**config.mk**
```make
export PLATFORM = sky130hd
export DESIGN_NAME = hb_fixlat_seq
export DESIGN_NICKNAME = d
export VERILOG_FILES = /design/src/rtl/hb_seq_pkg.sv /design/src/rtl/hb_seq_fsm.sv /design/src/rtl/hb_tx_drive.sv /design/src/rtl/hb_rx_capture.sv /design/src/rtl/hb_fixlat_seq.sv
export SDC_FILE = /design/constraint.sdc
export NUM_CORES = 1
export LEC_CHECK = 0
export ABC_AREA = 1
export BUFFER_PORTS_ARGS = -buffer_cell sky130_fd_sc_hd__buf_2
export CORE_UTILIZATION = 30
export CTS_CLUSTER_DIAMETER = 100
export DETAILED_ROUTE_END_ITERATION = 7
export GPL_TIMING_DRIVEN = 0
export MAX_ROUTING_LAYER = met4
export PLACE_DENSITY_LB_ADDON = 0.2
export SYNTH_ARGS = -nofsm -noshare
export SYNTH_HDL_FRONTEND = slang
export SYNTH_SLANG_ARGS = --single-unit
```
**constraint.sdc**
```tcl
create_clock -name clk -period 1.8 [get_ports clk]
set_input_delay 0.09 -clock clk [delete_from_list [all_inputs] [get_ports clk]]
set_output_delay 0.09 -clock clk [all_outputs]
set_load 0.02 [all_outputs]
```
**src/rtl/hb_seq_pkg.sv**
```systemverilog
package hb_seq_pkg;

  typedef enum logic [1:0] {
    ST_IDLE = 2'd0,
    ST_LEAD = 2'd1,
    ST_XFER = 2'd2,
    ST_GAP  = 2'd3
  } seq_state_t;

  localparam int CMD_W     = 48;
  localparam int CMD_EDGES = CMD_W / 8;

  // Command word: direction, space, burst type, upper/lower address.
  function automatic logic [CMD_W-1:0] make_cmd(input logic rd,
                                                input logic [31:0] addr);
    logic [CMD_W-1:0] c;
    c        = '0;
    c[47]    = rd;
    c[46]    = 1'b0;
    c[45]    = 1'b1;
    c[44:16] = addr[31:3];
    c[2:0]   = addr[2:0];
    return c;
  endfunction

  // Byte idx of the command word, most significant first.
  function automatic logic [7:0] cmd_byte(input logic [CMD_W-1:0] c,
                                          input int idx);
    return c[(CMD_W-1-8*idx) -: 8];
  endfunction

  // First data edge: latency starts at edge 4, each cycle is two edges.
  function automatic int first_data_edge(input int lat, input int mult);
    return 4 + 2 * lat * mult;
  endfunction

endpackage

```
**src/rtl/hb_seq_fsm.sv**
```systemverilog
module hb_seq_fsm
  import hb_seq_pkg::*;
#(
  parameter int LAST_EDGE = 29,
  parameter int CS_GAP    = 2,
  parameter int EW        = 5,
  parameter int GW        = 1
) (
  input  logic          clk,
  input  logic          rst_n,
  input  logic          req_valid,
  output seq_state_t    state,
  output logic [EW-1:0] ecnt,
  output logic          accept,
  output logic          done
);

  localparam logic [EW-1:0] LAST_E = EW'(LAST_EDGE);
  localparam logic [GW-1:0] LAST_G = GW'(CS_GAP - 1);

  logic [GW-1:0] gcnt;

  assign accept = (state == ST_IDLE) && req_valid;
  assign done   = (state == ST_GAP) && (gcnt == LAST_G);

  always_ff @(posedge clk) begin
    if (!rst_n) begin
      state <= ST_IDLE;
      ecnt  <= '0;
      gcnt  <= '0;
    end else begin
      unique case (state)
        ST_IDLE: if (req_valid) state <= ST_LEAD;
        ST_LEAD: begin
          state <= ST_XFER;
          ecnt  <= '0;
        end
        ST_XFER: begin
          if (ecnt == LAST_E) begin
            state <= ST_GAP;
            gcnt  <= '0;
          end else begin
            ecnt <= ecnt + EW'(1);
          end
        end
        ST_GAP: begin
          if (gcnt == LAST_G) state <= ST_IDLE;
          else                gcnt  <= gcnt + GW'(1);
        end
        default: state <= ST_IDLE;
      endcase
    end
  end

  assert_edge_step_R4: assert property (@(posedge clk) disable iff (!rst_n)
    (state == ST_XFER && ecnt != LAST_E) |=> (state == ST_XFER && ecnt == $past(ecnt) + EW'(1)));

  assert_lead_then_edge0_R11: assert property (@(posedge clk) disable iff (!rst_n)
    (state == ST_LEAD) |=> (state == ST_XFER && ecnt == '0));

  assert_gap_after_last_R10: assert property (@(posedge clk) disable iff (!rst_n)
    (state == ST_XFER && ecnt == LAST_E) |=> (state == ST_GAP));

endmodule

```
**src/rtl/hb_tx_drive.sv**
```systemverilog
module hb_tx_drive
  import hb_seq_pkg::*;
#(
  parameter int DATA_EDGE = 28,
  parameter int EW        = 5
) (
  input  logic             clk,
  input  logic             rst_n,
  input  seq_state_t       state,
  input  logic [EW-1:0]    ecnt,
  input  logic             is_read,
  input  logic [CMD_W-1:0] cmd,
  input  logic [15:0]      wdata,
  input  logic [1:0]       mask,
  output logic             cs_n,
  output logic             ck_en,
  output logic             ck,
  output logic [7:0]       dq_o,
  output logic             dq_oe,
  output logic             rwds_o,
  output logic             rwds_oe
);

  localparam logic [EW-1:0] CMD_END = EW'(CMD_EDGES);
  localparam logic [EW-1:0] D_HI    = EW'(DATA_EDGE);
  localparam logic [EW-1:0] D_LO    = EW'(DATA_EDGE + 1);
  localparam logic [EW-1:0] RW_ON   = EW'(DATA_EDGE - 1);

  logic in_lead, in_xfer, in_cmd, wr_data_hi, wr_data_lo, wr_rwds_win;

  assign in_lead     = (state == ST_LEAD);
  assign in_xfer     = (state == ST_XFER);
  assign in_cmd      = in_xfer && (ecnt < CMD_END);
  assign wr_data_hi  = in_xfer && !is_read && (ecnt == D_HI);
  assign wr_data_lo  = in_xfer && !is_read && (ecnt == D_LO);
  assign wr_rwds_win = in_xfer && !is_read && (ecnt >= RW_ON);

  assign cs_n  = !(in_lead || in_xfer);
  assign ck_en = in_xfer;
  assign ck    = in_xfer && !ecnt[0];

  always_comb begin
    dq_o  = 8'h00;
    dq_oe = 1'b0;
    if (in_lead) begin
      dq_o  = cmd_byte(cmd, 0);
      dq_oe = 1'b1;
    end else if (in_cmd) begin
      dq_o  = cmd_byte(cmd, int'(ecnt));
      dq_oe = 1'b1;
    end else if (wr_data_hi) begin
      dq_o  = wdata[15:8];
      dq_oe = 1'b1;
    end else if (wr_data_lo) begin
      dq_o  = wdata[7:0];
      dq_oe = 1'b1;
    end
  end

  assign rwds_oe = wr_rwds_win;
  assign rwds_o  = (wr_data_hi && mask[1]) || (wr_data_lo && mask[0]);

  assert_no_rwds_on_read_R8: assert property (@(posedge clk) disable iff (!rst_n)
    rwds_oe |-> !is_read);

  assert_ck_toggles_R4: assert property (@(posedge clk) disable iff (!rst_n)
    (ck_en && $past(ck_en)) |-> (ck != $past(ck)));

endmodule

```
**src/rtl/hb_rx_capture.sv**
```systemverilog
module hb_rx_capture (
  input  logic        clk,
  input  logic        rst_n,
  input  logic        clear,
  input  logic        window,
  input  logic        rwds_i,
  input  logic [7:0]  dq_i,
  output logic [15:0] rd_data,
  output logic [1:0]  nbytes
);

  logic       rwds_q;
  logic [7:0] b_hi, b_lo;
  logic       strobe;

  assign strobe  = window && (rwds_i != rwds_q) && (nbytes != 2'd2);
  assign rd_data = {b_hi, b_lo};

  always_ff @(posedge clk) begin
    if (!rst_n) begin
      rwds_q <= 1'b0;
      nbytes <= '0;
      b_hi   <= '0;
      b_lo   <= '0;
    end else if (clear) begin
      rwds_q <= 1'b0;
      nbytes <= '0;
    end else if (window) begin
      rwds_q <= rwds_i;
      if (strobe) begin
        if (nbytes == 2'd0) b_hi <= dq_i;
        else                b_lo <= dq_i;
        nbytes <= nbytes + 2'd1;
      end
    end
  end

  assert_count_bounded_R8: assert property (@(posedge clk) disable iff (!rst_n)
    (nbytes == 2'd2 && !clear) |=> (nbytes == 2'd2));

endmodule

```
**src/rtl/hb_fixlat_seq.sv**
```systemverilog
module hb_fixlat_seq
  import hb_seq_pkg::*;
#(
  parameter int LAT_CYC  = 6,
  parameter int LAT_MULT = 2,
  parameter int CS_GAP   = 2
) (
  input  logic        clk,
  input  logic        rst_n,
  input  logic        req_valid,
  input  logic        req_read,
  input  logic [31:0] req_addr,
  input  logic [15:0] req_wdata,
  input  logic [1:0]  req_mask,
  output logic        busy,
  output logic        done,
  output logic        rd_valid,
  output logic [15:0] rd_data,
  output logic        cs_n,
  output logic        ck_en,
  output logic        ck,
  output logic [7:0]  dq_o,
  output logic        dq_oe,
  input  logic [7:0]  dq_i,
  output logic        rwds_o,
  output logic        rwds_oe,
  input  logic        rwds_i
);

  localparam int DATA_EDGE = first_data_edge(LAT_CYC, LAT_MULT);
  localparam int LAST_EDGE = DATA_EDGE + 1;
  localparam int EW        = $clog2(LAST_EDGE + 1);
  localparam int GW        = (CS_GAP > 1) ? $clog2(CS_GAP) : 1;
  localparam logic [EW-1:0] CMD_END = EW'(CMD_EDGES);

  seq_state_t       state;
  logic [EW-1:0]    ecnt;
  logic             accept;
  logic             lat_read;
  logic [CMD_W-1:0] lat_cmd;
  logic [15:0]      lat_wdata;
  logic [1:0]       lat_mask;
  logic             rx_window;
  logic [1:0]       rx_count;

  always_ff @(posedge clk) begin
    if (!rst_n) begin
      lat_read  <= 1'b0;
      lat_cmd   <= '0;
      lat_wdata <= '0;
      lat_mask  <= '0;
    end else if (accept) begin
      lat_read  <= req_read;
      lat_cmd   <= make_cmd(req_read, req_addr);
      lat_wdata <= req_wdata;
      lat_mask  <= req_mask;
    end
  end

  hb_seq_fsm #(
    .LAST_EDGE(LAST_EDGE), .CS_GAP(CS_GAP), .EW(EW), .GW(GW)
  ) fsm_i (
    .clk(clk), .rst_n(rst_n), .req_valid(req_valid),
    .state(state), .ecnt(ecnt), .accept(accept), .done(done)
  );

  hb_tx_drive #(
    .DATA_EDGE(DATA_EDGE), .EW(EW)
  ) tx_i (
    .clk(clk), .rst_n(rst_n), .state(state), .ecnt(ecnt),
    .is_read(lat_read), .cmd(lat_cmd), .wdata(lat_wdata), .mask(lat_mask),
    .cs_n(cs_n), .ck_en(ck_en), .ck(ck), .dq_o(dq_o), .dq_oe(dq_oe),
    .rwds_o(rwds_o), .rwds_oe(rwds_oe)
  );

  assign rx_window = (state == ST_XFER) && lat_read && (ecnt >= CMD_END);

  hb_rx_capture rx_i (
    .clk(clk), .rst_n(rst_n), .clear(accept), .window(rx_window),
    .rwds_i(rwds_i), .dq_i(dq_i), .rd_data(rd_data), .nbytes(rx_count)
  );

  assign busy     = (state != ST_IDLE);
  assign rd_valid = done && lat_read;

  assert_read_complete_R8: assert property (@(posedge clk) disable iff (!rst_n)
    (done && lat_read) |-> (rx_count == 2'd2));

  assert_busy_ends_on_done_R9: assert property (@(posedge clk) disable iff (!rst_n)
    $fell(busy) |-> $past(done));

  assert_cs_min_high_R10: assert property (@(posedge clk) disable iff (!rst_n)
    $rose(cs_n) |=> cs_n);

  assert_released_when_deselected_R10: assert property (@(posedge clk) disable iff (!rst_n)
    cs_n |-> (!dq_oe && !rwds_oe && !ck_en));

  assert_no_accept_while_busy_R9: assert property (@(posedge clk) disable iff (!rst_n)
    (busy && !done) |=> busy);

endmodule

```
======== Word level (Yosys, flattened, before mapping) ========
Index checks and enable logic that the tools add are counted.
storage, ports and cells
  register bits ........................... 80
  latch bits .............................. 0
  memory bits (writable) .................. 0
  ROM bits ................................ 0
  output and inout bits ................... 33
  logic and storage cells ................. 82
  memories kept ........................... 0
operators by class
  add/sub/neg operators ................... 4
  multiply operators ...................... 0
  div/mod/pow operators ................... 0
  order comparisons ....................... 3
  eq/ne operators ......................... 11
  shift operators ......................... 1
  muxes and demuxes ....................... 17
  bitwise operators ....................... 3
  reduce and logical (&&, ||, !) cells .... 32
operators with widths
  kind                                                 number
  indexed part select 55 x 32 -> 8 bit                 1
  two-way mux 8 bit                                    4
  logical AND 1 bit                                    15
  == test 5 bit, second input constant                 2
  one-hot mux 5 bit (2 select lines)                   1
  subtractor 6 x 8 -> 9 bit, first input constant      1
  inequality test 2 bit, second input constant         4
  one-hot mux 2 bit (4 select lines)                   1
  AND reduction 4 bit                                  2
  two-way mux 1 bit                                    6
  two-way mux 2 bit                                    3
  AND reduction 2 bit                                  3
  nonzero test 2 bit                                   3
  adder 5 x 1 -> 5 bit, second input constant          1
  >= comparator 5 x 3 -> 1 bit, second input constant  1
  >= comparator 5 bit, second input constant           1
  < comparator 5 x 3 -> 1 bit, second input constant   1
  two-way mux 5 bit                                    1
  == test 2 bit, second input constant                 2
  logical NOT 2 bit                                    2
  logical NOT 1 bit                                    3
  NOT 1 bit                                            3
  AND reduction 3 bit                                  1
  adder 2 x 1 -> 2 bit, second input constant          1
  other kinds (7)                                      8

======== Logic depth before layout (Yosys ltp) ========
Gate-level depths: netlist of run 1.
  word-level depth ........................ 7
  gate-level depth with buffers ........... 11
  gate-level depth less buffers ........... 11

======== Hierarchy ========
A second synthesis of run 1 with hierarchy kept.
unflattened totals
  cell total of the unflattened synthesis .. 700
  area total of the unflattened synthesis .. 4536.9 sq um
by module, submodules not included
  module         times used  cells an instance  area an instance (sq um)
  hb_fixlat_seq  1           231                1801.7
  hb_tx_drive    1           237                1121.1
  hb_rx_capture  1           157                1086.0
  hb_seq_fsm     1           75                 528.0

======== Worst setup path before layout of run 1 ========
Ideal clock, no wire load.
  path kind ............................... register to output
  start point ............................. reg fsm_i.state[0]
  end point ............................... out dq_o[0]
  data arrival time ....................... 1.762 ns
  required time ........................... 1.710 ns
  setup slack ............................. -0.052 ns
  cell stages (with the launch flop) ...... 11
  buffers on the path ..................... 0
  cells stage by stage .................... dfxtp_1 > inv_1 > ha_1 > inv_2 > nor2_4 > inv_2 > nor2_8 > inv_2 > nor2_1 > nor2_1 > a21oi_1
on the way
  longest elaborated chain between the ends .. 7
  elaborated cells on any way between the ends .. 10
ends and longest elaborated chain
  item                    line                                  text
  start, declared         hb_seq_fsm.sv:12                      output seq_state_t state,
  start signal, assigned  hb_seq_fsm.sv:28                      state <= ST_IDLE;
  start signal, assigned  hb_seq_fsm.sv:33                      ST_IDLE: if (req_valid) state <= ST_LEAD;
  start signal, assigned  hb_seq_fsm.sv:35                      state <= ST_XFER;
  == test 2 bit (*)       hb_tx_drive.sv:32                     assign in_xfer = (state == ST_XFER);
  via ck_en               hb_fixlat_seq.sv:20                   output logic ck_en,
  logical AND 1 bit       hb_tx_drive.sv:34, hb_tx_drive.sv:35
  logical AND 1 bit       hb_tx_drive.sv:35                     assign wr_data_lo = in_xfer && !is_read && (ecnt == D_LO);
  two-way mux 8 bit       hb_tx_drive.sv:54                     end else if (wr_data_lo) begin
  two-way mux 8 bit       hb_tx_drive.sv:51                     end else if (wr_data_hi) begin
  two-way mux 8 bit (*)   hb_tx_drive.sv:48                     end else if (in_cmd) begin
  two-way mux 8 bit (*)   hb_tx_drive.sv:45                     if (in_lead) begin
  end, declared           hb_fixlat_seq.sv:22                   output logic [7:0] dq_o,
Mark *: on every way through the listed nets, which the timed path passes. The rest lies on a longest branch.

======== Final worst setup path of run 1 ========
  start point ............................. reg fsm_i.ecnt[2]
  end point ............................... out dq_o[7]
on the way
  longest elaborated chain between the ends .. 6
  elaborated cells on any way between the ends .. 12
ends and longest elaborated chain
  item                                                                               line               text
  start, declared                                                                    hb_seq_fsm.sv:13   output logic [EW-1:0] ecnt,
  start signal, assigned                                                             hb_seq_fsm.sv:43   ecnt <= ecnt + EW'(1);
  parallel branches: the longest is 4 deep, another holds subtractor 6 x 8 -> 9 bit  n/a
  two-way mux 8 bit (*)                                                              hb_tx_drive.sv:48
  two-way mux 8 bit (*)                                                              hb_tx_drive.sv:45
Every way passes the cells marked *.

==> load_flow_metrics.sql, run 1 <==
INSERT INTO impl_metrics (metric_group, metric, value, unit) VALUES
('sta', 'layout_min_cycle_time', '1.961', 'ns'),
('power', 'power.ir.vdd_worst', '0.4327', 'mV'),
('synthesis', 'synth-simple-area-share', '0.2841', ''),
('cells_and_area', 'layout.cells.most_common', 'sky130_fd_sc_hd__nor2_1', ''),
('clock_tree', 'cts.sink_count', '79', ''),
('setup_path', 'cell_by_cell_listing_of_the_critical_path', 'inv_4, ha_4, nor2_4, o211ai_1, nand2_1, nand2_1, o21a_1, nand2_2, buf_6', ''),
('synthesis', 'synth.net_count', '641', ''),
('setup_path', 'cp.depth', '9', ''),
('setup_path', 'timing.setup.critical_path_class', 'reg2out', ''),
('synthesis', 'synth_fa_ha_area_frac', '0.03827', ''),
('setup_path', 'timing.critical_path.slowest_stage_cell', 'sky130_fd_sc_hd__dfxtp_4', ''),
('run_status', 'failed_checks', 'setup timing', ''),
('clock_tree', 'cts-root-buf', 'sky130_fd_sc_hd__clkbuf_16', ''),
('run', 'max-cap-violations', '0', ''),
('route', 'antenna_violating_nets_post_route', '0', ''),
('cells_and_area', 'diode_insertion_count_for_antenna_repair', '0', ''),
('clock_tree', 'cts.hold.buffers_added', '0', ''),
('cells_and_area', 'fin_area', '5276', 'sq um'),
('route', 'post-route-drc-count', '0', ''),
('clock_tree', 'insertion_delay', '0.33', 'ns'),
('synthesis', 'synthesis.area', '3924', 'sq um'),
('placed_design', 'place_congestion', '0.8559', ''),
('clock_tree', 'cts_tree', 'yes', ''),
('clock_tree', 'max_clock_buf_depth', '2', ''),
('floorplan', 'ios', '96', ''),
('sta', 'fin_ws', '-0.1613', 'ns'),
('setup_path', 'setup.worst_path.end_class', 'output port', ''),
('global_routing', 'number_of_antenna_violations_at_the_first_check_in_global_routing', '0', ''),
('sta', 'hold_viol_final', '0', ''),
('setup_path', 'cp.required', '1.71', 'ns'),
('setup_path', 'timing.critical_path.slowest_cell_delay', '0.38', 'ns'),
('sta', 'grt_setup_unrepaired', 'yes', ''),
('sta', 'maxSlewViolCount', '0', ''),
('floorplan', 'die_w', '116.4', 'um'),
('synthesis', 'synth.area.mux_share', '0', ''),
('sta', 'setup_violations_final', '9', ''),
('placed_design', 'dp_hpwl', '8.797', 'mm'),
('cells_and_area', 'num-nets-final', '765', ''),
('cells_and_area', 'final_util', '0.4164', ''),
('synthesis', 'synth_seq_cells', '79', ''),
('floorplan', 'num_rows', '41', ''),
('cells_and_area', 'most-common-layout-cells', '105 x sky130_fd_sc_hd__nor2_1, 96 x sky130_fd_sc_hd__nand2_1, 86 x sky130_fd_sc_hd__buf_2, 73 x sky130_fd_sc_hd__dfxtp_1, 59 x sky130_fd_sc_hd__o21ai_0', ''),
('global_routing', 'grt_first_pass_wirelength', '18.53', 'mm'),
('synthesis', 'synth-edff-count', '0', ''),
('global_routing', 'number_of_global_route_vias_before_repair', '3805', ''),
('setup_path', 'arrival', '1.87', 'ns'),
('worst_hold_path', 'hold-path-cell-count', '3', ''),
('setup_path', 'critical_path.n_buffers_inverters', '2', ''),
('floorplan', 'design.core.area', '12670', 'sq um'),
('route', 'post_drt_via_cell_ratio', '4.576', ''),
('route', 'wl', '11.72', 'mm'),
('synthesis', 'ys_async_sr_fraction', '0', ''),
('clock_tree', 'clock_buffers_created_by_tritoncts', '9', ''),
('sta', 'worstMarginPinSlew', '0.5304', 'ns'),
('setup_path', 'critical_path.top_delay_family', 'simple AND/OR/NAND/NOR gates', ''),
('sta', 'hold_slack', '0.008740', 'ns'),
('cells_and_area', 'drive_above_1_share', '0.2835', ''),
('synthesis', 'netlist_instances', '566', ''),
('synthesis', 'synth_xor_area_frac', '0.004464', ''),
('floorplan', 'die_h', '116.4', 'um'),
('sta', 'clock_skew', '0.004182', 'ns'),
('global_routing', 'track_usage', '0.1866', ''),
('setup_path', 'reg2reg_slack', '0.08', 'ns'),
('global_routing', 'grt_overflow', '0', ''),
('synthesis', 'synthFlopType', 'sky130_fd_sc_hd__dfxtp_1', ''),
('sta', 'timing.final.crit_share', '1.090', ''),
('global_routing', 'grt_start_max_net_pins', '14', ''),
('run_status', 'status', 'finished, violations left', ''),
('synthesis', 'combinational_family_with_the_most_area_after_synthesis', 'simple AND/OR/NAND/NOR gates', ''),
('power', 'cellPowerDensity', '1298', 'nW/um^2'),
('power', 'total_leakage_power', '2.422', 'nW');
cells by family (layout without fill, tap and decap cells):
kind of cell               count (synthesis)  after routing
and+or+nand+nor                          261            262
AOI/OAI and AO/OA                        130            130
buffers and inverters                     82            210
DFF                                       79             79
adders and majority gates                 12             12
xor gates and xnor gates                   2              2
layout make-up:
cell class / instances / area, sq um
timing repair buffer: 112 / 663.1
multi-input combinational: 406 / 2107
clock buffer: 11 / 232.7
sequential: 79 / 1597
fill: 1373 / 7395
tap: 172 / 215.2
clock inverter: 5 / 58.81
inverter: 53 / 229.0
buffer: 29 / 173.9
synthesized netlist by cell type (3+ instances only):
cell type                  instances  area share
sky130_fd_sc_hd__a21oi_1          49       0.063
sky130_fd_sc_hd__dfxtp_1          79        0.40
sky130_fd_sc_hd__nor2_4            3      0.0086
sky130_fd_sc_hd__o211ai_1         14       0.027
sky130_fd_sc_hd__inv_1            45       0.043
sky130_fd_sc_hd__o21ai_0          61       0.078
sky130_fd_sc_hd__inv_2             5      0.0048
sky130_fd_sc_hd__nor2_2            4      0.0064
sky130_fd_sc_hd__nand3_1          34       0.043
sky130_fd_sc_hd__ha_1             12       0.038
sky130_fd_sc_hd__nor2_1          109        0.10
sky130_fd_sc_hd__clkbuf_1         18       0.017
sky130_fd_sc_hd__buf_2             4      0.0051
sky130_fd_sc_hd__nand2_1         100       0.096
sky130_fd_sc_hd__buf_6             5       0.014
sky130_fd_sc_hd__nand2_2           4      0.0064
sky130_fd_sc_hd__clkinv_1          3      0.0029
sky130_fd_sc_hd__or2_2             3      0.0048
metal layers:
layer	GRT usage	part of all wire	wire [um]
met1	0.2474	0.50	5880
met2	0.2888	0.46	5407
met3	0.02335	0.027	321
met4	0.07179	0.0096	113
met5	-	0	0
final timing paths:
check                                                end                   startpoint
worst max-delay path                             dq_o[7]   fsm_i.ecnt[2]$_SDFFE_PN0P_
worst min-delay path            lat_mask[0]$_SDFFE_PN0P_                  req_mask[0]
worst max register to register  lat_cmd[33]$_SDFFE_PN0P_  fsm_i.state[0]$_SDFFE_PN0P_
worst min register to register  lat_cmd[19]$_SDFFE_PN0P_     lat_cmd[19]$_SDFFE_PN0P_
through the flow:
step                std cells  setup TNS [ns]  total power [mW]  setup WS [ns]
floorplan                 566               0             3.931        0.02837
global placement          832          -4.257             4.623        -0.4003
CTS                       859          -1.169             6.784        -0.1844
global route              867          -2.074             7.311        -0.2543
detailed placement        832          -5.081             4.663        -0.4317
finish                    867          -1.045             6.849        -0.1613
sequential cells by signal (all words and copies together), names as in the netlist:
register and cells:
lat_wdata 16, fsm_i.ecnt 5, lat_read 1, fsm_i.gcnt 1, fsm_i.state 2, rx_i.b_hi 8, lat_cmd 33, lat_mask 2
rx_i.rwds_q 1, rx_i.nbytes 2, rx_i.b_lo 8
power breakdown:
part / switching, mW / internal (mW)
clock network: 0.711 / 1.07
logic: 1.74 / 1.01
registers: 0.208 / 2.10
total: 2.66 / 4.19
what timing repair did:
action                                 4_1_cts  5_1_grt
cloned                                       1        0
buffers inserted                            10        8
gates resized for setup                     64       21
pin swaps                                   13       13
setup endpoints to repair                   33       47
endpoints found under the hold margin        0        0
tightest hold or removal path, cell delays in order:
cell and delay, ns:
sky130_fd_sc_hd__buf_2 0.07, sky130_fd_sc_hd__o21ai_0 0.07, sky130_fd_sc_hd__nor2_1 0.07
(Power assumes the default switching activity.)
==> run 2, diff against run 1 <==
--- a/config.mk
+++ b/config.mk
@@ -7,6 +7,7 @@
 export LEC_CHECK = 0
 export ABC_AREA = 1
 export BUFFER_PORTS_ARGS = -buffer_cell sky130_fd_sc_hd__buf_2
+export CORE_MARGIN = 4
 export CORE_UTILIZATION = 30
 export CTS_CLUSTER_DIAMETER = 100
 export DETAILED_ROUTE_END_ITERATION = 7
==> run 2 against run 1 <==
Against the previous run:
- the flow still finishes with violations (setup timing)
- non-clock buffer count increased by 14
- sequential cell count unchanged
- worst hold slack got worse by 0.0029 ns
- register-to-register slack got worse by 0.06 ns
- clock-buffer cell count increased by 3
- sequential power about the same
- sequential share of layout area decreased by 1.0 points
- cell area increased by 3.3%
- die area increased by 11%
- combinational power increased by 7%
- critical path type unchanged
==> load_flow_metrics.sql, run 2 (synthesized netlist as in run 1, its figures left out) <==
INSERT INTO impl_metrics (metric_group, metric, value, unit) VALUES
('run_status', 'failed_checks', 'setup timing', ''),
('global_routing', 'grt_start_max_net_pins', '12', ''),
('cells_and_area', 'most-common-layout-cells', '105 x sky130_fd_sc_hd__nor2_1, 95 x sky130_fd_sc_hd__nand2_1, 87 x sky130_fd_sc_hd__buf_2, 73 x sky130_fd_sc_hd__dfxtp_1, 57 x sky130_fd_sc_hd__o21ai_0', ''),
('clock_tree', 'max_clock_buf_depth', '2', ''),
('route', 'wl', '12.53', 'mm'),
('clock_tree', 'cts.sink_count', '79', ''),
('global_routing', 'grt_overflow', '0', ''),
('cells_and_area', 'largest_registers', 'lat_cmd (33), lat_wdata (16)', ''),
('placed_design', 'place_congestion', '0.8824', ''),
('setup_path', 'worstSetupStartpoint', 'fsm_i.ecnt[2]$_SDFFE_PN0P_', ''),
('global_routing', 'number_of_antenna_violations_at_the_first_check_in_global_routing', '0', ''),
('sta', 'setup_violations_final', '10', ''),
('power', 'power.ir.vdd_worst', '0.5188', 'mV'),
('setup_path', 'cell_by_cell_listing_of_the_critical_path', 'inv_4, ha_4, inv_4, nor2_4, o211ai_1, nand2_1, nand2_1, o21a_1, nand2_2, buf_6', ''),
('cells_and_area', 'layout.cells.most_common', 'sky130_fd_sc_hd__nor2_1', ''),
('cells_and_area', 'diode_insertion_count_for_antenna_repair', '0', ''),
('clock_tree', 'cts-root-buf', 'sky130_fd_sc_hd__clkbuf_16', ''),
('cells_and_area', 'largest_register_ffs', '33', ''),
('route', 'detailroute.via_count', '4110', ''),
('placed_design', 'placed_cells', '832', ''),
('route', 'post_drt_via_cell_ratio', '4.665', ''),
('floorplan', 'initial_core_util', '0.3084', ''),
('cells_and_area', 'fin_area', '5453', 'sq um'),
('setup_path', 'setup.worst_path.end_class', 'output port', ''),
('global_routing', 'track_usage', '0.1717', ''),
('setup_path', 'crit_path_max_fanout', '5', ''),
('setup_path', 'critical_path.n_buffers_inverters', '3', ''),
('worst_hold_path', 'tightest_hold_check_type', 'in2reg', ''),
('worst_hold_path', 'hold_path.startpoint', 'req_wdata[15]', ''),
('run_status', 'status', 'finished, violations left', ''),
('clock_tree', 'cts_tree', 'yes', ''),
('setup_path', 'arrival', '1.86', 'ns'),
('power', 'cellPowerDensity', '1263', 'nW/um^2'),
('route', 'drt-wirelength-per-cell', '14.22', 'um'),
('sta', 'slew_headroom', '0.6243', ''),
('cells_and_area', 'most_flop_heavy_register', 'lat_cmd', ''),
('sta', 'maxSlewViolCount', '0', ''),
('route', 'drt_iter0_markers', '150', ''),
('floorplan', 'die_w', '122.4', 'um'),
('route', 'post-route-drc-count', '0', ''),
('placed_design', 'post_dp_cell_area', '4616', 'sq um'),
('sta', 'layout_min_cycle_time', '1.949', 'ns'),
('global_routing', 'number_of_global_route_vias_before_repair', '3905', ''),
('cells_and_area', 'final_util', '0.4286', ''),
('cells_and_area', 'layout-area-overhead-vs-synth', '38.97', '%'),
('cells_and_area', 'drive_above_1_share', '0.3004', ''),
('placed_design', 'post-place-ws', '-0.4611', 'ns'),
('route', 'antenna_violating_nets_post_route', '0', ''),
('sta', 'clock_skew', '0.006149', 'ns'),
('floorplan', 'num_rows', '41', ''),
('setup_path', 'reg_to_reg_startpoint', 'fsm_i.state[0]$_SDFFE_PN0P_', ''),
('sta', 'grt_setup_unrepaired', 'yes', ''),
('global_routing', 'grt_first_pass_wirelength', '19.35', 'mm'),
('clock_tree', 'insertion_delay', '0.33', 'ns'),
('sta', 'hold_viol_final', '0', ''),
('floorplan', 'die_h', '122.4', 'um'),
('sta', 'maxClockFrequency', '0.5131', 'GHz'),
('route', 'detailedRoute.firstPassIterationCount', '5', ''),
('sta', 'worstMarginPinSlew', '0.5635', 'ns'),
('cells_and_area', 'num-nets-final', '780', ''),
('sta', 'timing.final.crit_share', '1.083', ''),
('placed_design', 'dp_hpwl', '9.034', 'mm'),
('power', 'total_leakage_power', '2.518', 'nW'),
('setup_path', 'timing.critical_path.slowest_stage_cell', 'sky130_fd_sc_hd__dfxtp_4', ''),
('sta', 'fin_ws', '-0.1488', 'ns'),
('clock_tree', 'htreeDepth', '3', ''),
('run', 'max-cap-violations', '0', ''),
('setup_path', 'timing.critical_path.slowest_cell_delay', '0.38', 'ns'),
('setup_path', 'critical_path.top_delay_family', 'flip-flops', ''),
('sta', 'hold_slack', '0.005844', 'ns'),
('clock_tree', 'clk_pin_slew', '0.05', 'ns'),
('floorplan', 'ios', '96', ''),
('clock_tree', 'clock_buffers_created_by_tritoncts', '9', ''),
('setup_path', 'timing.setup.critical_path_class', 'reg2out', ''),
('floorplan', 'design.core.area', '12720', 'sq um'),
('setup_path', 'cp.required', '1.71', 'ns'),
('cells_and_area', 'fillerInstances', '1399', ''),
('placed_design', 'numPortBuffers', '94', ''),
('cells_and_area', 'fin_cells', '881', ''),
('setup_path', 'startpoint_type', 'flip-flop', ''),
('floorplan', 'die_area', '14970', 'sq um');
-- run 2: cell types whose count changed in the layout (fill, tap and decap cells not counted), moves of 2 or more --
cell and delta:
sky130_fd_sc_hd__buf_6 +6, sky130_fd_sc_hd__o21ai_0 -2, sky130_fd_sc_hd__nand3_2 +2, sky130_fd_sc_hd__clkinvlp_4 -2
sky130_fd_sc_hd__buf_4 +3, sky130_fd_sc_hd__dlygate4sd3_1 +4, sky130_fd_sc_hd__nand3_1 -3
-- run 2: tightest hold or removal path, cell delays in order --
cell and delay [ns]:
sky130_fd_sc_hd__buf_2 0.08, sky130_fd_sc_hd__o21ai_1 0.06, sky130_fd_sc_hd__nor2_1 0.07
-- run 2: layout make-up --
class                      count  area [sq um]  area share
tap                          172         215.2     0.03947
buffer                        29         185.2     0.03396
timing repair buffer         126         803.3      0.1473
clock buffer                  14         254.0     0.04658
inverter                      53         231.5     0.04245
multi-input combinational    407          2165      0.3970
clock inverter                 1         5.005   0.0009179
sequential                    79          1594      0.2923
-- run 2: final timing paths --
check | cells after the start | slack, ns | end
setup reg to reg | 12 | 0.02 | rx_i.b_lo[2]$_SDFFE_PN0P_
setup / recovery | 10 | -0.15 | dq_o[7]
hold reg to reg | 2 | 0.46 | lat_cmd[19]$_SDFFE_PN0P_
hold / removal | 3 | 0.006 | lat_wdata[15]$_SDFFE_PN0P_
-- run 2: timing repair --
action / CTS / global route
hold buffers: 4 / 0
gates cloned: 1 / 4
buffers inserted: 15 / 10
setup endpoints to repair: 31 / 66
hold endpoints to repair: 4 / 0
resized for setup: 66 / 45
pin swaps: 16 / 13
-- run 2: where the power goes --
group	switching, mW	internal, mW	total [mW]
Clock	0.667	0.963	1.63
Combinational	1.81	1.13	2.94
Sequential	0.210	2.10	2.31
Total	2.69	4.20	6.89
-- run 2: per-layer routing --
| layer | part of all wire | GRT usage |
|---|---|---|
| met1 | 0.47 | 0.2276 |
| met2 | 0.47 | 0.2652 |
| met5 | 0 | - |
| met4 | 0.017 | 0.05808 |
| met3 | 0.045 | 0.03041 |
-- run 2: through the flow --
step                      TNS, ns  total power [mW]
after floorplan                 0             3.931
after global routing       -2.543             7.363
final                      -1.014             6.886
after global placement     -4.108             4.634
after detailed placement   -5.232             4.680
after CTS                  -1.149             6.693
==> run 3, diff against run 2 <==
--- a/config.mk
+++ b/config.mk
@@ -13,7 +13,7 @@
 export DETAILED_ROUTE_END_ITERATION = 7
 export GPL_TIMING_DRIVEN = 0
 export MAX_ROUTING_LAYER = met4
-export PLACE_DENSITY_LB_ADDON = 0.2
+export SKIP_CTS_REPAIR_TIMING = 1
 export SYNTH_ARGS = -nofsm -noshare
 export SYNTH_HDL_FRONTEND = slang
 export SYNTH_SLANG_ARGS = --single-unit
==> run 3 against run 2 <==
Against the previous run:
- the flow still finishes with violations (setup timing)
- critical path depth increased by 2
- final cell count down 2.3%
- cell area shrank 3.6%
- largest power group unchanged
==> load_flow_metrics.sql, run 3 (synthesized netlist as in run 1, its figures left out) <==
INSERT INTO impl_metrics (metric_group, metric, value, unit) VALUES
('power', 'share_seq_of_total_power', '0.339', ''),
('floorplan', 'die_h', '122.4', 'um'),
('setup_path', 'startpoint_type', 'flip-flop', ''),
('setup_path', 'arrival', '1.92', 'ns'),
('global_routing', 'grt_overflow', '0', ''),
('clock_tree', 'clk_pin_slew', '0.06', 'ns'),
('sta', 'slew_headroom', '0.6302', ''),
('run', 'max-cap-violations', '0', ''),
('power', 'clkPwrFrac', '0.260', ''),
('route', 'post-route-drc-count', '0', ''),
('placed_design', 'dp_hpwl', '8.975', 'mm'),
('clock_tree', 'cts.sink_count', '79', ''),
('power', 'cell_internal_pwr', '4.188', 'mW'),
('cells_and_area', 'largest_registers', 'lat_cmd (33), lat_wdata (16)', ''),
('floorplan', 'initial_core_util', '0.3084', ''),
('clock_tree', 'clock_buffers_created_by_tritoncts', '9', ''),
('route', 'detailroute.via_count', '3978', ''),
('cells_and_area', 'layout-area-overhead-vs-synth', '33.96', '%'),
('sta', 'maxSlewViolCount', '0', ''),
('route', 'detailedRoute.firstPassIterationCount', '4', ''),
('cells_and_area', 'fin_cells', '861', ''),
('placed_design', 'numPortBuffers', '94', ''),
('power', 'total_leakage_power', '2.398', 'nW'),
('cells_and_area', 'num-nets-final', '760', ''),
('cells_and_area', 'fillerInstances', '1436', ''),
('floorplan', 'die_area', '14970', 'sq um'),
('global_routing', 'number_of_antenna_violations_at_the_first_check_in_global_routing', '0', ''),
('global_routing', 'grt_first_pass_wirelength', '18.42', 'mm'),
('run_status', 'status', 'finished, violations left', ''),
('floorplan', 'num_rows', '41', ''),
('power', 'power.ir.vdd_worst', '0.4627', 'mV'),
('setup_path', 'cp.required', '1.71', 'ns'),
('global_routing', 'track_usage', '0.1602', ''),
('worst_hold_path', 'tightest_hold_check_type', 'in2reg', ''),
('setup_path', 'timing.critical_path.slowest_cell_delay', '0.39', 'ns'),
('power', 'p_comb_frac', '0.401', ''),
('power', 'net_switching_power_of_the_design', '2.665', 'mW'),
('clock_tree', 'insertion_delay', '0.33', 'ns'),
('sta', 'maxClockFrequency', '0.4969', 'GHz'),
('cells_and_area', 'register_area', '1599', 'sq um'),
('power', 'power.total', '6.853', 'mW'),
('setup_path', 'timing.critical_path.slowest_stage_cell', 'sky130_fd_sc_hd__dfxtp_4', ''),
('sta', 'setup_tns', '-1.521', 'ns'),
('cells_and_area', 'multi_input_comb_area', '2101', 'sq um'),
('route', 'drt-wirelength-per-cell', '13.80', 'um'),
('clock_tree', 'cts-root-buf', 'sky130_fd_sc_hd__clkbuf_16', ''),
('floorplan', 'ios', '96', ''),
('sta', 'worstMarginPinSlew', '0.5548', 'ns'),
('setup_path', 'path_common_cell', 'sky130_fd_sc_hd__nand2_1', ''),
('placed_design', 'place_congestion', '0.8470', ''),
('setup_path', 'timing.setup.critical_path_class', 'reg2out', ''),
('route', 'antenna_violating_nets_post_route', '0', ''),
('floorplan', 'die_w', '122.4', 'um'),
('setup_path', 'crit_path_max_fanout', '5', ''),
('sta', 'hold_viol_final', '0', ''),
('cells_and_area', 'diode_insertion_count_for_antenna_repair', '0', ''),
('sta', 'clock_skew', '0.009144', 'ns'),
('sta', 'timing.final.crit_share', '1.118', ''),
('cells_and_area', 'largest_register_ffs', '33', ''),
('power', 'switching_part_of_the_total', '0.3888', ''),
('global_routing', 'grt_start_max_net_pins', '14', ''),
('run_status', 'failed_checks', 'setup timing', ''),
('cells_and_area', 'layout.cells.most_common', 'sky130_fd_sc_hd__nor2_1', ''),
('sta', 'fin_ws', '-0.2123', 'ns'),
('floorplan', 'design.core.area', '12720', 'sq um'),
('sta', 'grt_setup_unrepaired', 'yes', ''),
('sta', 'layout_min_cycle_time', '2.012', 'ns'),
('cells_and_area', 'most-common-layout-cells', '104 x sky130_fd_sc_hd__nor2_1, 96 x sky130_fd_sc_hd__nand2_1, 88 x sky130_fd_sc_hd__buf_2, 73 x sky130_fd_sc_hd__dfxtp_1, 59 x sky130_fd_sc_hd__o21ai_0', ''),
('setup_path', 'cell_by_cell_listing_of_the_critical_path', 'inv_6, ha_4, inv_2, nor2_4, buf_12, o211ai_1, nand2_1, nand2_1, nand3_1, nand2_1, nand2_1, buf_6', ''),
('setup_path', 'setup.worst_path.end_class', 'output port', ''),
('route', 'drt_iter0_markers', '221', ''),
('power', 'cellPowerDensity', '1304', 'nW/um^2'),
('cells_and_area', 'most_flop_heavy_register', 'lat_cmd', ''),
('placed_design', 'placed_cells', '832', ''),
('route', 'post_drt_via_cell_ratio', '4.620', ''),
('clock_tree', 'max_clock_buf_depth', '2', ''),
('sta', 'setup_violations_final', '9', ''),
('clock_tree', 'cts_tree', 'yes', ''),
('cells_and_area', 'drive_above_1_share', '0.2772', ''),
('route', 'wl', '11.89', 'mm'),
('global_routing', 'number_of_global_route_vias_before_repair', '3771', ''),
('clock_tree', 'htreeDepth', '3', '');
run 3: per-stage QoR:
step | instance area (sq um) | worst slack, ns | utilization | hold WS [ns]
floorplan | 3930 | 0.02837 | - | 0.2534
global placement | 4616 | -0.3893 | 0.3628 | 0.3446
detailed placement | 4616 | -0.4030 | 0.3628 | 0.3505
CTS | 4905 | -0.7635 | 0.3855 | 0.001097
global route | 5256 | -0.3000 | 0.4132 | 0.02880
finish | 5256 | -0.2123 | 0.4132 | 0.01011
run 3: final timing paths:
check	from	end	slack (ns)	cells after the start
worst max-delay path	fsm_i.ecnt[2]$_SDFFE_PN0P_	dq_o[3]	-0.21	12
worst min register to register	lat_cmd[21]$_SDFFE_PN0P_	lat_cmd[21]$_SDFFE_PN0P_	0.45	2
worst min-delay path	req_addr[31]	lat_cmd[44]$_SDFFE_PN0P_	0.01	3
worst max register to register	fsm_i.state[0]$_SDFFE_PN0P_	rx_i.b_lo[3]$_SDFFE_PN0P_	0.11	11
run 3: layer usage:
metal	up-vias	GRT usage	wire [um]
li1	2062	-	-
met1	1826	0.2077	5459
met2	84	0.2604	5761
met3	6	0.02765	602
met4	0	0.04059	62
met5	-	-	0
run 3: final cells by class:
cell class	count	share of cell area
Multi-Input combinational cell	406	0.3997
Sequential cell	79	0.3042
Timing Repair Buffer	106	0.1238
Clock buffer	10	0.04356
Inverter	53	0.04308
Tap cell	172	0.04094
Buffer	29	0.03237
Clock inverter	5	0.01143
Timing Repair inverter	1	0.0009522
run 3: power by group through the flow:
stage                     Sequential (mW)  Clock [mW]  Combinational (mW)
after global routing                 2.37        1.90                3.06
after global placement               2.32           0                2.28
final                                2.32        1.78                2.75
after detailed placement             2.34           0                2.32
after floorplan                      2.27           0                1.67
after CTS                            2.30        1.82                2.33
run 3: critical path, delay by kind of cell, from the launching register on:
family	cells	cell delay, ns
AOI/OAI and AO/OA	1	0.08
adders and majority gates	1	0.29
buffers and inverters	4	0.35
DFF	1	0.39
and+or+nand+nor	6	0.48
